===== src/rtl/frdiv_pkg.sv =====
package frdiv_pkg;

  localparam int INT_W     = 16;
  localparam int FRAC_W    = 8;
  localparam int CNT_W     = INT_W + 1;
  localparam int FIELD_LSB = 8;
  localparam int WORD_MSB  = FIELD_LSB + FRAC_W + INT_W - 1;

  typedef struct packed {
    logic [INT_W-1:0]  ipart;
    logic [FRAC_W-1:0] fpart;
  } frdiv_div_t;

  localparam frdiv_div_t DIV_RESET = '{ipart: INT_W'(1), fpart: '0};

  // Effective integer span: a zero field stands for 2**INT_W.
  function automatic logic [CNT_W-1:0] int_span(input logic [INT_W-1:0] ip);
    logic [CNT_W-1:0] r;
    if (ip == '0) begin
      r = '0;
      r[INT_W] = 1'b1;
    end else begin
      r = {1'b0, ip};
    end
    return r;
  endfunction

endpackage


===== src/rtl/frdiv_divreg.sv =====
module frdiv_divreg
  import frdiv_pkg::*;
#(
  parameter int NLANES = 4,
  parameter int LANE_W = (NLANES > 1) ? $clog2(NLANES) : 1
) (
  input  logic                          clk,
  input  logic                          rst_n,
  input  logic                          cfg_we,
  input  logic [LANE_W-1:0]             cfg_lane,
  input  logic [WORD_MSB:FIELD_LSB]     cfg_wdata,
  output frdiv_div_t [NLANES-1:0]       div_o
);

  frdiv_div_t wr_val;

  always_comb begin
    wr_val.ipart = cfg_wdata[WORD_MSB -: INT_W];
    wr_val.fpart = cfg_wdata[FIELD_LSB +: FRAC_W];
  end

  for (genvar g = 0; g < NLANES; g++) begin : g_lane
    frdiv_div_t div_q, div_d;
    logic       hit;

    always_comb begin
      hit   = cfg_we && (cfg_lane == LANE_W'(g));
      div_d = div_q;
      if (hit) begin
        div_d = wr_val;
      end
    end

    always_ff @(posedge clk or negedge rst_n) begin
      if (!rst_n) begin
        div_q <= DIV_RESET;
      end else if (hit) begin
        div_q <= div_d;
      end
    end

    assign div_o[g] = div_q;
  end

endmodule


===== src/rtl/frdiv_phase.sv =====
module frdiv_phase
  import frdiv_pkg::*;
(
  input  logic       clk,
  input  logic       rst_n,
  input  logic       en,
  input  logic       restart,
  input  frdiv_div_t div,
  output logic       tick
);

  logic [CNT_W-1:0]  cnt_q, cnt_d;
  logic [FRAC_W-1:0] acc_q, acc_d;
  logic [FRAC_W:0]   acc_sum;
  logic [CNT_W-1:0]  span;
  logic              at_zero;
  logic              upd;

  always_comb begin
    at_zero = (cnt_q == '0);
    tick    = en && at_zero;
    acc_sum = {1'b0, acc_q} + {1'b0, div.fpart};
    span    = int_span(div.ipart) + CNT_W'(acc_sum[FRAC_W]);
    cnt_d   = cnt_q;
    acc_d   = acc_q;
    upd     = restart || en;
    if (restart) begin
      cnt_d = '0;
      acc_d = '0;
    end else if (en) begin
      if (at_zero) begin
        cnt_d = span - CNT_W'(1);
        acc_d = acc_sum[FRAC_W-1:0];
      end else begin
        cnt_d = cnt_q - CNT_W'(1);
      end
    end
  end

  always_ff @(posedge clk or negedge rst_n) begin
    if (!rst_n) begin
      cnt_q <= '0;
      acc_q <= '0;
    end else if (upd) begin
      cnt_q <= cnt_d;
      acc_q <= acc_d;
    end
  end

endmodule


===== src/rtl/frdiv_lanes.sv =====
module frdiv_lanes
  import frdiv_pkg::*;
#(
  parameter int NLANES = 4,
  parameter int LANE_W = (NLANES > 1) ? $clog2(NLANES) : 1
) (
  input  logic                      clk,
  input  logic                      rst_n,
  input  logic                      cfg_we,
  input  logic [LANE_W-1:0]         cfg_lane,
  input  logic [WORD_MSB:FIELD_LSB] cfg_wdata,
  input  logic [NLANES-1:0]         lane_en,
  input  logic [NLANES-1:0]         lane_restart,
  output logic [NLANES-1:0]         lane_tick
);

  frdiv_div_t [NLANES-1:0] div_w;

  frdiv_divreg #(
    .NLANES (NLANES),
    .LANE_W (LANE_W)
  ) u_divreg (
    .clk       (clk),
    .rst_n     (rst_n),
    .cfg_we    (cfg_we),
    .cfg_lane  (cfg_lane),
    .cfg_wdata (cfg_wdata),
    .div_o     (div_w)
  );

  for (genvar g = 0; g < NLANES; g++) begin : g_ph
    frdiv_phase u_phase (
      .clk     (clk),
      .rst_n   (rst_n),
      .en      (lane_en[g]),
      .restart (lane_restart[g]),
      .div     (div_w[g]),
      .tick    (lane_tick[g])
    );
  end

endmodule


===== config.mk =====
export PLATFORM = sky130hd
export DESIGN_NAME = frdiv_lanes
export DESIGN_NICKNAME = d
export VERILOG_FILES = /design/src/rtl/frdiv_pkg.sv /design/src/rtl/frdiv_divreg.sv /design/src/rtl/frdiv_phase.sv /design/src/rtl/frdiv_lanes.sv
export SDC_FILE = /design/constraint.sdc
export NUM_CORES = 1
export LEC_CHECK = 0
export ABC_AREA = 1
export BUFFER_PORTS_ARGS = -buffer_cell sky130_fd_sc_hd__buf_2
export CAP_MARGIN = 40
export CORE_ASPECT_RATIO = 1.4
export CORE_MARGIN = 4
export CORE_UTILIZATION = 57
export DETAILED_ROUTE_END_ITERATION = 16
export HOLD_SLACK_MARGIN = 0.05
export PLACE_DENSITY = 0.77
export SYNTH_ARGS = -nofsm -noshare
export SYNTH_HDL_FRONTEND = slang
export SYNTH_SLANG_ARGS = --single-unit

===== constraint.sdc =====
create_clock -name clk -period 2.6 [get_ports clk]
set_input_delay 0.26 -clock clk [delete_from_list [all_inputs] [get_ports clk]]
set_output_delay 0.26 -clock clk [all_outputs]
set_load 0.01 [all_outputs]

Yosys cells after proc, flatten, opt, wreduce, memory -nomap -nowiden
Index checks and enable logic that the tools add are counted.

Add/subtract/negate cells: 16. Equal/unequal tests: 3. Reduce and logical (&&, ||, !) cells: 37. Multiplexer cells: 28.

Operator list (number): $mux W17 (16); $sub A17 B1 Y17 const B (8); $mux W8 (12); $add A17 B1 Y17 (4); $logic_not A17 Y1 (4); $logic_not A16 Y1 (4); $add A8 B8 Y9 (4); $reduce_bool A2 Y1 (8); $reduce_and A3 Y1 (4); $logic_and A1 B1 Y1 (8); $reduce_and A2 Y1 (4); $eq A2 B2 Y1 const B (2); $logic_or A1 B1 Y1 (4); $eq A2 B1 Y1 const B (1); $logic_not A2 Y1 (1).

Flip-flop bits (word level): 196. Output and inout port bits: 4. Word-level logic and storage cells: 100.

Depth between registers and ports, before layout
Depth in word-level cells: 7. Depth in mapped cells: 19. Mapped depth without buffers: 19.

Hierarchy
A second synthesis with hierarchy kept.

Cells, all modules: 1949. Area, all modules: 13648.1 um^2.

Modules (own cells, without submodules): frdiv_phase (g_ph[0].u_phase ...) (area an instance 2439.8 um^2, seq. area each 625.6 um^2, times used 2, cells an instance 390); frdiv_divreg (area an instance 4016.4 um^2, seq. area each 2407.3 um^2, times used 1, cells an instance 428); frdiv_phase (g_ph[3].u_phase) (area an instance 2433.6 um^2, seq. area each 625.6 um^2, times used 1, cells an instance 384); frdiv_phase (g_ph[2].u_phase) (area an instance 2318.5 um^2, seq. area each 625.6 um^2, times used 1, cells an instance 357).

Worst setup path after synthesis
Ideal clock, no wire load.

Kind: reg-to-reg. Start: register u_divreg.g_lane[3].div_q (netlist bit u_divreg.div_o[72]). End: register g_ph[3].u_phase.cnt_q[8]. Library setup time: 129 ps. Stages on the path, launching flop included: 17. Path buffers: 0. Arrival time: 2358 ps. Clock period less this slack: 2487 ps. Setup slack: 113 ps. Cell sequence: dfrtp_1 ha_1 inv_1 fa_1 inv_1 nand4_1 nand3_1 nand2_1 nand2_1 a21oi_1 ha_1 ha_1 nand2_1 nor2_1 xor2_1 o21ai_0 o21ai_0.

Word-level cells in the longest chain between the ends: 6.

Ends and longest elaborated chain: start, declared (line frdiv_divreg.sv:23) `frdiv_div_t div_q, div_d;`; start signal, assigned (line frdiv_divreg.sv:38) `div_q <= div_d;`; $add A8 B8 Y9 (line frdiv_phase.sv:22) `acc_sum = {1'b0, acc_q} + {1'b0, div.fpart};`; $add A17 B1 Y17 (line frdiv_phase.sv:23) `span = int_span(div.ipart) + CNT_W'(acc_sum[FRAC_W]);`; $sub A17 B1 Y17 (line frdiv_phase.sv:32) `cnt_d = span - CNT_W'(1);`; $mux W17 (line frdiv_phase.sv:31) `if (at_zero) begin`; $mux W17 (line frdiv_phase.sv:30) `end else if (en) begin`; $mux W17 (line frdiv_phase.sv:27) `if (restart) begin`; end signal, assigned (line frdiv_phase.sv:45) `cnt_q <= cnt_d;`; end, declared (line frdiv_phase.sv:12) `logic [CNT_W-1:0] cnt_q, cnt_d;`.

No other way between the ends. The select of a mux whose other input is x is not followed. A chain may end at the register's enable or synchronous reset.

Worst setup path after layout
Start: register g_ph[0].u_phase.acc_q[0]. End: register g_ph[0].u_phase.cnt_q[15].

Word-level cells in the longest chain between the ends: 6.

Ends and longest elaborated chain: start, declared (line frdiv_phase.sv:13) `logic [FRAC_W-1:0] acc_q, acc_d;`; start signal, assigned (line frdiv_phase.sv:43) `acc_q <= '0;`; start signal, assigned (line frdiv_phase.sv:46) `acc_q <= acc_d;`; $add A8 B8 Y9 (line frdiv_phase.sv:22); $add A17 B1 Y17 (line frdiv_phase.sv:23); $sub A17 B1 Y17 (line frdiv_phase.sv:32); $mux W17 (line frdiv_phase.sv:31); $mux W17 (line frdiv_phase.sv:30); $mux W17 (line frdiv_phase.sv:27); end signal, assigned (line frdiv_phase.sv:45); end, declared (line frdiv_phase.sv:12).

No other way between the ends. The select of a mux whose other input is x is not followed.

==> results.json <==
{
  "status": "complete, but fails checks",
  "start_util_pct": 58.38,
  "power_leakage_nw": 7.571,
  "drt-vias-per-instance": 5.432,
  "seq_power_share_pct": 29.9,
  "crit_chain": "ha_2 -> inv_2 -> fa_2 -> inv_2 -> nand4_1 -> nand3_1 -> nand2_1 -> nand2_1 -> a21oi_2 -> ha_2 -> buf_4 -> nand3_4 -> nor2_4 -> buf_6 -> nand3b_1 -> nand2_1 -> nor2_1 -> o21ai_1",
  "drtIter0Drc": 1017,
  "slowest_stage": "fa_2",
  "timing.final.crit_share_pct": 101.3,
  "ios": 41,
  "avgSynthCellArea_sq_um": 6.938,
  "netSwitchingPower_w": 0.007788,
  "peakVddDrop_mv": 0.5942,
  "antenna_left": 0,
  "path_clk_slew_ns": 0.07,
  "syn_inst": 1853,
  "antenna_cells": 0,
  "cts.htree.levels": 4,
  "synth_cell_types": 38,
  "intPower_w": 0.008527,
  "cp_top_family": "simple AND/OR/NAND/NOR gates",
  "hold_violations": 0,
  "cts_buffers": 17,
  "grt.overflow.total": 0,
  "chipHeight_um": 185.7,
  "wl_um": 33420,
  "grt_use_total_pct": 26.74,
  "p_per_area_nw_per_um2": 1107,
  "clock.fmax_mhz": 379.8,
  "grt_pass1_wl_um": 54460,
  "wire_per_inst_um": 14.94,
  "syn-num-nets": 1938,
  "register_area_sq_um": 4910,
  "cts_tree": "done",
  "synth_warnings": 0,
  "cts_buffer_depth": 2,
  "multiInputGateArea_sq_um": 7461,
  "clk_latency_ns": 0.44,
  "arrival_ns": 2.96,
  "path_common_cell": "nand2_1",
  "start_kind": "register",
  "layout_setup_ws_ns": -0.03275,
  "tightest_slew_ns": 0.5662,
  "switching_share_pct": 47.74,
  "crit_fanout": 5,
  "grt_pass1_vias": 11700,
  "combPwrFrac_pct": 54.6,
  "cpPeakStageDelay_ns": 0.39,
  "via_count": 12150,
  "core.rowCount": 64,
  "hp-class": "input port to register",
  "synth_area_sq_um": 12860,
  "drive_gt1_share_pct": 13.92,
  "die_w_um": 134.9,
  "dieArea_sq_um": 25050,
  "port_buffers": 40,
  "timing.slew.headroom_pct": 62.22,
  "startpoint": "g_ph[0].u_phase.acc_q[0]$_DFFE_PN0P_",
  "hp-start": "lane_restart[1]",
  "cts-root-buf": "clkbuf_16",
  "clkSinkCount": 196,
  "grt_max_degree": 64,
  "n_fill_cell": 1870,
  "rsz0062_at_grt": "true",
  "r2r-start": "g_ph[0].u_phase.acc_q[0]$_DFFE_PN0P_",
  "drc_errors": 0,
  "syn2layout_area_growth_pct": 14.63,
  "coreArea_sq_um": 22020,
  "p_clk_share_pct": 15.6,
  "ys_ff_latch": 196,
  "hpwl_um": 23830,
  "cap_violations": 0,
  "place_ws_ns": -0.1009,
  "end_kind": "register",
  "antenna_found_initial": 1,
  "worst-path-buf-inv": 4,
  "whs_ns": 0.1341,
  "min_period_ns": 2.633,
  "place.gp.congestion": 0.9324,
  "drtPass1Iterations": 5,
  "synth-seq-area-share_pct": 38.19,
  "critPathRequiredTime_ns": 2.93,
  "fin_skew_ns": 0.01193,
  "slew_viol_final": 0,
  "worstSetupPathType": "register to register",
  "setup_viol": 4,
  "violations": "negative setup slack",
  "nNetsFinal": 2011,
  "totalPowerFinal_w": 0.01631
}
## synth_stat cells
master,instances,area (sq um)
a21o_1,1,7.510
a21oi_1,22,110.1
and2_1,1,6.260
buf_1,3,11.26
buf_2,5,25.02
buf_4,5,37.54
buf_6,3,33.78
clkbuf_1,23,86.33
clkinv_1,1,3.750
dfrtp_1,192,4805
dfstp_2,4,105.1
fa_1,4,80.08
ha_1,44,550.5
inv_1,209,784.5
nand2_1,648,2432
nand2_2,3,18.77
nand2_4,7,78.83
nand3_1,142,710.7
nand3_2,2,20.02
nand3_4,3,52.55
nand3b_1,23,172.7
nand4_1,36,225.2
nand4_2,1,12.51
nor2_1,210,788.3
nor2_2,9,56.30
nor2_4,9,101.4
nor2_8,1,20.02
nor3_1,1,5.000
nor3b_1,1,7.510
nor4_1,3,18.77
o21ai_0,139,695.7
o21ai_1,14,70.07
o21ai_2,9,78.83
o21bai_1,4,30.03
o22ai_1,1,6.260
or2_2,2,12.51
xnor2_1,27,236.5
xor2_1,41,359.1
## state kept, by name, summed over array words and instances, names as in the netlist
name	flops
u_divreg.div_o	96
g_ph.u_phase.acc_q	32
g_ph.u_phase.cnt_q	68
## metrics by stage
stage | utilization, % | setup TNS, ns | cells | cell area [sq um]
5_1_grt | 66.92 | -3.812 | 2236 | 14740
4_1_cts | 64.38 | 0 | 2222 | 14180
3_3_place_gp | 61.51 | 0 | 2188 | 13550
6_report | 66.92 | -0.08431 | 2236 | 14740
3_5_place_dp | 61.55 | -0.7208 | 2189 | 13550
2_1_floorplan | - | 0 | 1853 | 12860
## final timing paths
| check | endpoint | cells past startpoint | slack (ns) |
|---|---|---|---|
| worst max-delay path | g_ph[0].u_phase.cnt_q[15]$_DFFE_PN0P_ | 18 | -0.03 |
| worst min-delay path | g_ph[1].u_phase.acc_q[3]$_DFFE_PN0P_ | 4 | 0.13 |
| worst max register to register | g_ph[0].u_phase.cnt_q[15]$_DFFE_PN0P_ | 18 | -0.03 |
| worst min register to register | u_divreg.div_o[8]$_DFFE_PN1P_ | 2 | 0.49 |
| max in group asynchronous | u_divreg.div_o[8]$_DFFE_PN1P_ | 3 | 1.49 |
| min in group asynchronous | g_ph[3].u_phase.cnt_q[13]$_DFFE_PN0P_ | 2 | 0.35 |
## cells in the final DEF (no fill, tap or decap), types with 3 or more instances in the layout
master	n
o21ai_1	26
xor2_1	39
nor2_2	17
nand2_4	11
buf_12	3
ha_2	7
ha_1	26
nand2_1	631
dfstp_2	4
o21ai_0	126
nand3_2	11
fa_2	4
nand3_4	5
clkbuf_8	3
xnor2_2	4
nor2_4	22
inv_6	3
inv_2	14
nand2_2	15
nand3b_1	23
buf_4	47
buf_2	39
o21bai_1	4
nand3_1	131
inv_1	195
o21ai_2	10
a21oi_1	17
nor4_1	3
a21oi_2	5
clkinvlp_4	3
nor2_1	189
ha_4	11
dfrtp_1	192
clkbuf_16	17
clkinv_2	3
nand4_1	36
xnor2_1	23
## logic make-up after synthesis
family,after synthesis,share of synthesized area (%)
AOI/OAI and AO/OA,190,7.767
xor gates and xnor gates,68,4.633
adders and majority gates,48,4.905
buffers and inverters,249,7.640
DFF,196,38.19
and+or+nand+nor,1102,36.87
## timing repair
item	4_1_cts	5_1_grt
setup endpoints to repair	23	57
resized for setup	19	120
buffers inserted	0	16
hold buffers	1	0
pin swaps	2	67
endpoints found under the hold margin	50	0
## layout make-up
cell class / instances / share of cell area [%]
Clock inverter: 12 / 0.6453
Multi-Input combinational cell: 1408 / 50.63
Clock buffer: 20 / 3.099
Inverter: 210 / 5.349
Sequential cell: 196 / 33.32
Tap cell: 297 / 2.522
Timing Repair Buffer: 93 / 4.440
## power groups by stage
stage / sequential, W / combinational (W) / clock, W
after floorplan: 0.00457 / 0.00659 / 0
after global placement: 0.00484 / 0.00805 / 0
after detailed placement: 0.00486 / 0.00826 / 0
after CTS: 0.00482 / 0.00837 / 0.00257
after global routing: 0.00497 / 0.0102 / 0.00271
final: 0.00487 / 0.00890 / 0.00254
## routing by layer
metal  routed length (um)  track usage, %  vias up  share of wire (%)
met4                 1132           9.658        0                3.4
met5                    0               0        -                  0
met2                17140           48.01      362                 51
met3                 1509           3.948       86                4.5
met1                13640           32.60     5687                 41
li1                     -               -     6012                  -
## worst register-to-register path, stage by stage (launching register included)
cell	delay, ns
dfrtp_1	0.36
ha_2	0.19
inv_2	0.04
fa_2	0.39
inv_2	0.07
nand4_1	0.14
nand3_1	0.13
nand2_1	0.08
nand2_1	0.09
a21oi_2	0.06
ha_2	0.20
buf_4	0.15
nand3_4	0.11
nor2_4	0.05
buf_6	0.12
nand3b_1	0.08
nand2_1	0.06
nor2_1	0.12
o21ai_1	0.09
Power figures use the tool's default switching activity.
